$ cat config.mk
export PLATFORM = sky130hd
export DESIGN_NAME = wide_mag_compare
export DESIGN_NICKNAME = d
export VERILOG_FILES = /design/src/rtl/wcmp_pkg.sv /design/src/rtl/wcmp_slice_cmp.sv /design/src/rtl/wcmp_flag_stage.sv /design/src/rtl/wcmp_merge_stage.sv /design/src/rtl/wide_mag_compare.sv
export SDC_FILE = /design/constraint.sdc
export NUM_CORES = 1
export LEC_CHECK = 0
export ABC_AREA = 1
export BUFFER_PORTS_ARGS = -buffer_cell sky130_fd_sc_hd__clkbuf_2
export CAP_MARGIN = 20
export CORE_MARGIN = 8
export CORE_UTILIZATION = 40
export CTS_CLUSTER_DIAMETER = 150
export DETAILED_ROUTE_END_ITERATION = 16
export PLACE_DENSITY_LB_ADDON = 0.25
export SYNTH_ARGS = -nofsm -noshare
export SYNTH_HDL_FRONTEND = slang
export SYNTH_SLANG_ARGS = --single-unit
$ cat constraint.sdc
create_clock -name clk -period 2.09 [get_ports clk]
set_input_delay 0.418 -clock clk [delete_from_list [all_inputs] [get_ports clk]]
set_output_delay 0.418 -clock clk [all_outputs]
set_load 0.01 [all_outputs]
$ cat src/rtl/wcmp_pkg.sv
// Package: shared types for the wide magnitude comparator.
// Assumes nothing beyond a plain two-flag result per operand slice.
package wcmp_pkg;

    // Per-slice compare outcome carried from stage one to stage two.
    typedef struct packed {
        logic gt;   // slice of a above slice of b
        logic eq;   // slices identical
    } slice_flags_t;

    // Three-way outcome as it leaves the merge stage.
    typedef struct packed {
        logic gt;
        logic eq;
        logic lt;
    } cmp_result_t;

endpackage

$ cat src/rtl/wcmp_slice_cmp.sv
// Module: wcmp_slice_cmp
// Purely combinational compare of one operand slice pair.
// Assumes both slices are unsigned and SEG_W bits wide. It has no state.
module wcmp_slice_cmp
    import wcmp_pkg::*;
#(
    parameter int SEG_W = 32
) (
    input  logic [SEG_W-1:0] seg_a,
    input  logic [SEG_W-1:0] seg_b,
    output slice_flags_t     flags
);

    // Derive both flags for this slice with a short local compare.
    always_comb begin
        flags.gt = (seg_a > seg_b);
        flags.eq = (seg_a == seg_b);
    end

endmodule

$ cat src/rtl/wcmp_flag_stage.sv
// Module: wcmp_flag_stage
// Pipeline stage one. It cuts both operands into NSEG slices, compares every
// slice pair in parallel and registers the gt/eq flags with a valid bit.
// Assumes SEG_W divides WIDTH. Slice 0 holds the least significant bits.
module wcmp_flag_stage
    import wcmp_pkg::*;
#(
    parameter int WIDTH = 128,
    parameter int SEG_W = 32,
    localparam int NSEG = WIDTH / SEG_W
) (
    input  logic                 clk,
    input  logic                 rst_n,
    input  logic                 in_valid,
    input  logic [WIDTH-1:0]     a,
    input  logic [WIDTH-1:0]     b,
    output logic                 s1_valid,
    output slice_flags_t [NSEG-1:0] s1_flags
);

    slice_flags_t [NSEG-1:0] flags_now;

    // One comparator per slice. The loop bound comes from the parameters.
    for (genvar s = 0; s < NSEG; s++) begin : g_slice
        wcmp_slice_cmp #(
            .SEG_W(SEG_W)
        ) u_slice (
            .seg_a(a[s*SEG_W +: SEG_W]),
            .seg_b(b[s*SEG_W +: SEG_W]),
            .flags(flags_now[s])
        );
    end

    // Register the slice flags and the valid bit. Reset empties the stage.
    always_ff @(posedge clk) begin
        if (!rst_n) begin
            s1_valid <= 1'b0;
            s1_flags <= '0;
        end else begin
            s1_valid <= in_valid;
            s1_flags <= flags_now;
        end
    end

endmodule

$ cat src/rtl/wcmp_merge_stage.sv
// Module: wcmp_merge_stage
// Pipeline stage two. It folds the registered slice flags into one three-way
// result. The fold is a select chain: a slice's own gt wins unless the slice
// is equal, in which case the next lower slice's verdict passes through.
// Assumes slice NSEG-1 is the most significant. Flags are zero when idle.
module wcmp_merge_stage
    import wcmp_pkg::*;
#(
    parameter int NSEG = 4
) (
    input  logic                    clk,
    input  logic                    rst_n,
    input  logic                    s1_valid,
    input  slice_flags_t [NSEG-1:0] s1_flags,
    output logic                    out_valid,
    output cmp_result_t             result
);

    logic [NSEG-1:0] gt_upto;   // verdict over slices [i:0]
    logic [NSEG-1:0] eq_upto;   // all slices [i:0] equal
    cmp_result_t     merged;

    // Bottom link of the chain: slice 0 decides on its own.
    assign gt_upto[0] = s1_flags[0].gt;
    assign eq_upto[0] = s1_flags[0].eq;

    // Upper links: an equal slice defers to the chain below it.
    for (genvar i = 1; i < NSEG; i++) begin : g_link
        assign gt_upto[i] = s1_flags[i].eq ? gt_upto[i-1] : s1_flags[i].gt;
        assign eq_upto[i] = s1_flags[i].eq & eq_upto[i-1];
    end

    // Form the three-way verdict. Less is whatever is neither of the others.
    always_comb begin
        merged.gt = gt_upto[NSEG-1];
        merged.eq = eq_upto[NSEG-1];
        merged.lt = ~gt_upto[NSEG-1] & ~eq_upto[NSEG-1];
    end

    // Register the verdict and gate it with valid so idle cycles read zero.
    always_ff @(posedge clk) begin
        if (!rst_n) begin
            out_valid <= 1'b0;
            result    <= '0;
        end else begin
            out_valid <= s1_valid;
            result    <= s1_valid ? merged : '0;
        end
    end

endmodule

$ cat src/rtl/wide_mag_compare.sv
// Module: wide_mag_compare
// Top of the two-stage unsigned magnitude comparator. It accepts one operand
// pair per clock and returns gt/eq/lt two clocks later.
// Assumes SEG_W divides WIDTH. Operands held for one cycle are enough.
module wide_mag_compare
    import wcmp_pkg::*;
#(
    parameter int WIDTH = 128,
    parameter int SEG_W = 32
) (
    input  logic             clk,
    input  logic             rst_n,
    input  logic             in_valid,
    input  logic [WIDTH-1:0] a,
    input  logic [WIDTH-1:0] b,
    output logic             out_valid,
    output logic             out_gt,
    output logic             out_eq,
    output logic             out_lt
);

    localparam int NSEG = WIDTH / SEG_W;

    logic                    s1_valid;
    slice_flags_t [NSEG-1:0] s1_flags;
    cmp_result_t             result;

    // Stage one: per-slice flags.
    wcmp_flag_stage #(
        .WIDTH(WIDTH),
        .SEG_W(SEG_W)
    ) u_flags (
        .clk     (clk),
        .rst_n   (rst_n),
        .in_valid(in_valid),
        .a       (a),
        .b       (b),
        .s1_valid(s1_valid),
        .s1_flags(s1_flags)
    );

    // Stage two: priority merge of the slice flags.
    wcmp_merge_stage #(
        .NSEG(NSEG)
    ) u_merge (
        .clk      (clk),
        .rst_n    (rst_n),
        .s1_valid (s1_valid),
        .s1_flags (s1_flags),
        .out_valid(out_valid),
        .result   (result)
    );

    assign out_gt = result.gt;
    assign out_eq = result.eq;
    assign out_lt = result.lt;

endmodule

==> key figures <==
Logic synthesis
  • Cell Area, Synth: about 3800 sq um
  • Yosys Warn Count: 0
  • Ys async rst share: 0
  • Top_reg_cell synth: dfxtp_1
  • Yosys top cell by area: ha_1
  • Top post-synthesis cells by count: inv_1, nand2_1, ha_1
  • Post-synthesis cell type count: 18
  • Top-count cell post-synth: inv_1
  • Mapped Avg Cell Area: roughly 6.3 sq um
  • Mapped Cells: 602
  • Post-synthesis sequential area ratio: 0.06856
  • Post-synth EDFFs: 0
  • Syn Nets: ~990
  • Top cells by area, synth: ha_1, inv_1, nand2_1
  • Yosys top cell area share: 0.4219
  • Synth Register Bits: 13

Final layout
  • Fin area: approximately 5300 sq um
  • # diodes: 0
  • Fin nets: around 1.3k
  • Filler Cells Inserted: between 900 and 1k
  • Area Growth Syn to Fin: 39.98%
  • Utilization after layout: 0.5751
  • Layout cells sized above 1: 0.3191

Job
  • Max cap viols: 0

Clocking
  • Clock Path Buffers: 2
  • Root buf cell: clkbuf_8
  • Post-CTS sizing: 0
  • Hold buffer count at CTS: 0
  • CTS Buf Count: 3
  • Clock slew at reported path FFs: 50 ps
  • CTS tree: built
  • Post-CTS Setup Inserts: 0
  • Clock Sinks: 13
  • CTS H-tree lvls: 1
  • Clock insertion delay at the later pin of the skew report: between 200 and 250 ps

Placed design
  • Post-DP HPWL: roughly 11 mm
  • Buffers on Ports: about 260
  • DP Area: roughly 5300 sq um
  • Gpl congestion: ~0.80

Timing
  • Final clock skew: about 2.1 ps
  • Final hold vios: 0
  • Max Clock Freq: around 710 MHz
  • Max Slew Vio Count: 0
  • Final setup viols: 0
  • Min cycle time layout: 1400 ps
  • Unrepaired setup endpoints after global routing: no
  • Setup TNS: 0 ps
  • Fin crit share: 0.6697
  • Slew margin rel.: 0.8649
  • Slew @ Worst Pin: between 200 and 250 ps

Floorplan
  • Width of the die: approximately 110 um
  • Core area: approximately 9200 sq um
  • Std-Cell Rows: 35
  • I/O pin cnt: about 260
  • Initial Util: 0.4108
  • Die area: 12,860 sq um
  • Die height: approximately 110 um

Power and ir drop
  • Leakage: ~3.7 nW
  • Internal power: 0.0008122 W
  • Power density over the cells: roughly 240 nW/um^2
  • Maximum vdd drop: around 0.16 mV
  • Sequential Power Share: 0.203
  • Clock network power share: 0.169
  • Net Sw Power: 0.0004765 W
  • Switching Fraction: 0.3698
  • Comb pwr share: 0.628

Setup path
  • Delay-heaviest family, CP: simple AND/OR/NAND/NOR gates
  • CP bufs+invs: 2
  • Crit path largest cell delay: between 200 and 300 ps
  • Crit Path Max Fanout: 3
  • Most used cell, CP: nand2_1
  • Cell Chain, Critical Path: clkbuf_2, inv_1, ha_1, nand2_1, nor2_2, nand3_1, nor2_1, nand4_1, nand2_1, a21oi_2
  • Reg2Reg Setup Slack: ~1100 ps
  • Critical-path top delay cell: ha_1
  • CP Launch Type: input port
  • Arr. time, crit path: about 1500 ps
  • Kind of critical path: in -> reg
  • CP Capture Type: flop
  • CP required: 2220 ps

Run status
  • Outcome: complete, no violations

GRT
  • GRT Total Usage: 0.1648
  • Largest net degree at the start of global routing: 8
  • Global-route wire length before repair: roughly 18 mm
  • Initial antenna violation count: 0
  • Vias in the first global route: 4,298
  • GR Overflow Total: 0

Route
  • DR vias: about 4.3k
  • Vias per inst: between 4 and 5
  • Post-route DRC: 0
  • Post-route antenna net violation count: 0
  • Final wirelength: 10.99 mm
  • Initial DRC Count: 93
  • Detailed Routing Iterations Pass 1: 4
  • WL/cell: between 10 and 15 um

Worst hold path
  • Worst min path class: in -> reg
## worst min-delay path: cells and delay by family
kind          cells  cell delay (ps)
simple gates      1               50
buf+inv           2              120
## kinds of logic (layout without fill, tap and decap cells)
kind of cell,count (synthesis),after routing,synth area share
DFF,13,13,0.06856
and+or+nand+nor,216,216,0.2304
buffers and inverters,164,430,0.1622
AOI/OAI and AO/OA,81,81,0.1170
adders and majority gates,128,128,0.4219
## metal layers
| layer | vias up | track usage | wire [um] | share of wire |
|---|---|---|---|---|
| li1 | 2421 | - | - | - |
| met1 | 1762 | 0.1684 | 4382 | 0.40 |
| met2 | 143 | 0.3230 | 5530 | 0.50 |
| met3 | 6 | 0.05283 | 977 | 0.089 |
| met4 | 0 | 0.02398 | 95 | 0.0086 |
| met5 | - | 0 | 0 | 0 |
## metrics by stage
stage                     hold slack (ps)  total power [W]  instances  setup WS [ps]
after global routing                387.9         0.001464        997          509.3
final                               377.2         0.001289        997          690.4
after detailed placement            471.2         0.001086        993          409.1
after floorplan                     441.3        0.0007382        602          669.5
after CTS                           370.0         0.001318        997          668.9
after global placement              480.3         0.001073        993          455.7
## registers in the layout, indices dropped and copies added, names as in the netlist
| name | count |
|---|---|
| u_flags.s1_valid | 1 |
| u_merge.result | 3 |
| u_merge.out_valid | 1 |
| u_flags.s1_flags | 8 |
## cells in the final DEF (no fill, tap or decap)
cell type | netlist | final
o21a_1 | 7 | 7
o21ai_0 | 10 | 10
nor2_2 | 2 | 2
nor2_1 | 46 | 46
nand3_1 | 7 | 7
and2_1 | 1 | 1
a21o_1 | 4 | 4
clkbuf_8 | 0 | 3
o21ai_2 | 1 | 1
ha_1 | 128 | 128
nand2_1 | 147 | 147
inv_2 | 4 | 4
o221ai_1 | 1 | 1
clkbuf_1 | 0 | 1
clkbuf_2 | 0 | 262
dfxtp_1 | 13 | 13
a21oi_2 | 1 | 1
nor3_2 | 4 | 4
inv_1 | 160 | 160
a21oi_1 | 57 | 57
nand4_1 | 9 | 9
## path summary, 6_finish.rpt
path | from | to | cells past startpoint
worst max-delay path | b[31] | u_flags.s1_flags[1] | 10
worst min-delay path | in_valid | u_flags.s1_valid | 3
worst max register to register | u_flags.s1_flags[2] | u_merge.result[2] | 5
worst min register to register | u_flags.s1_valid | u_merge.result[2] | 2
## cell type report
type,count,area [sq um],area share
flip-flops and latches,13,260.3,0.04898
repair buffers,262,1311,0.2468
well taps,129,161.4,0.03037
multi-input cells,425,2920,0.5496
inverters,164,615.6,0.1158
clock buffers,4,45.04,0.008477
## power by group through the flow
| stage | Clock [W] | Combinational [W] | Sequential (W) |
|---|---|---|---|
| finish | 0.000218 | 0.000810 | 0.000261 |
| global route | 0.000243 | 0.000959 | 0.000262 |
| CTS | 0.000231 | 0.000826 | 0.000261 |
| detailed placement | 0 | 0.000819 | 0.000267 |
| global placement | 0 | 0.000806 | 0.000267 |
| floorplan | 0 | 0.000472 | 0.000266 |
Note: power is estimated with default switching activity, not from simulation.
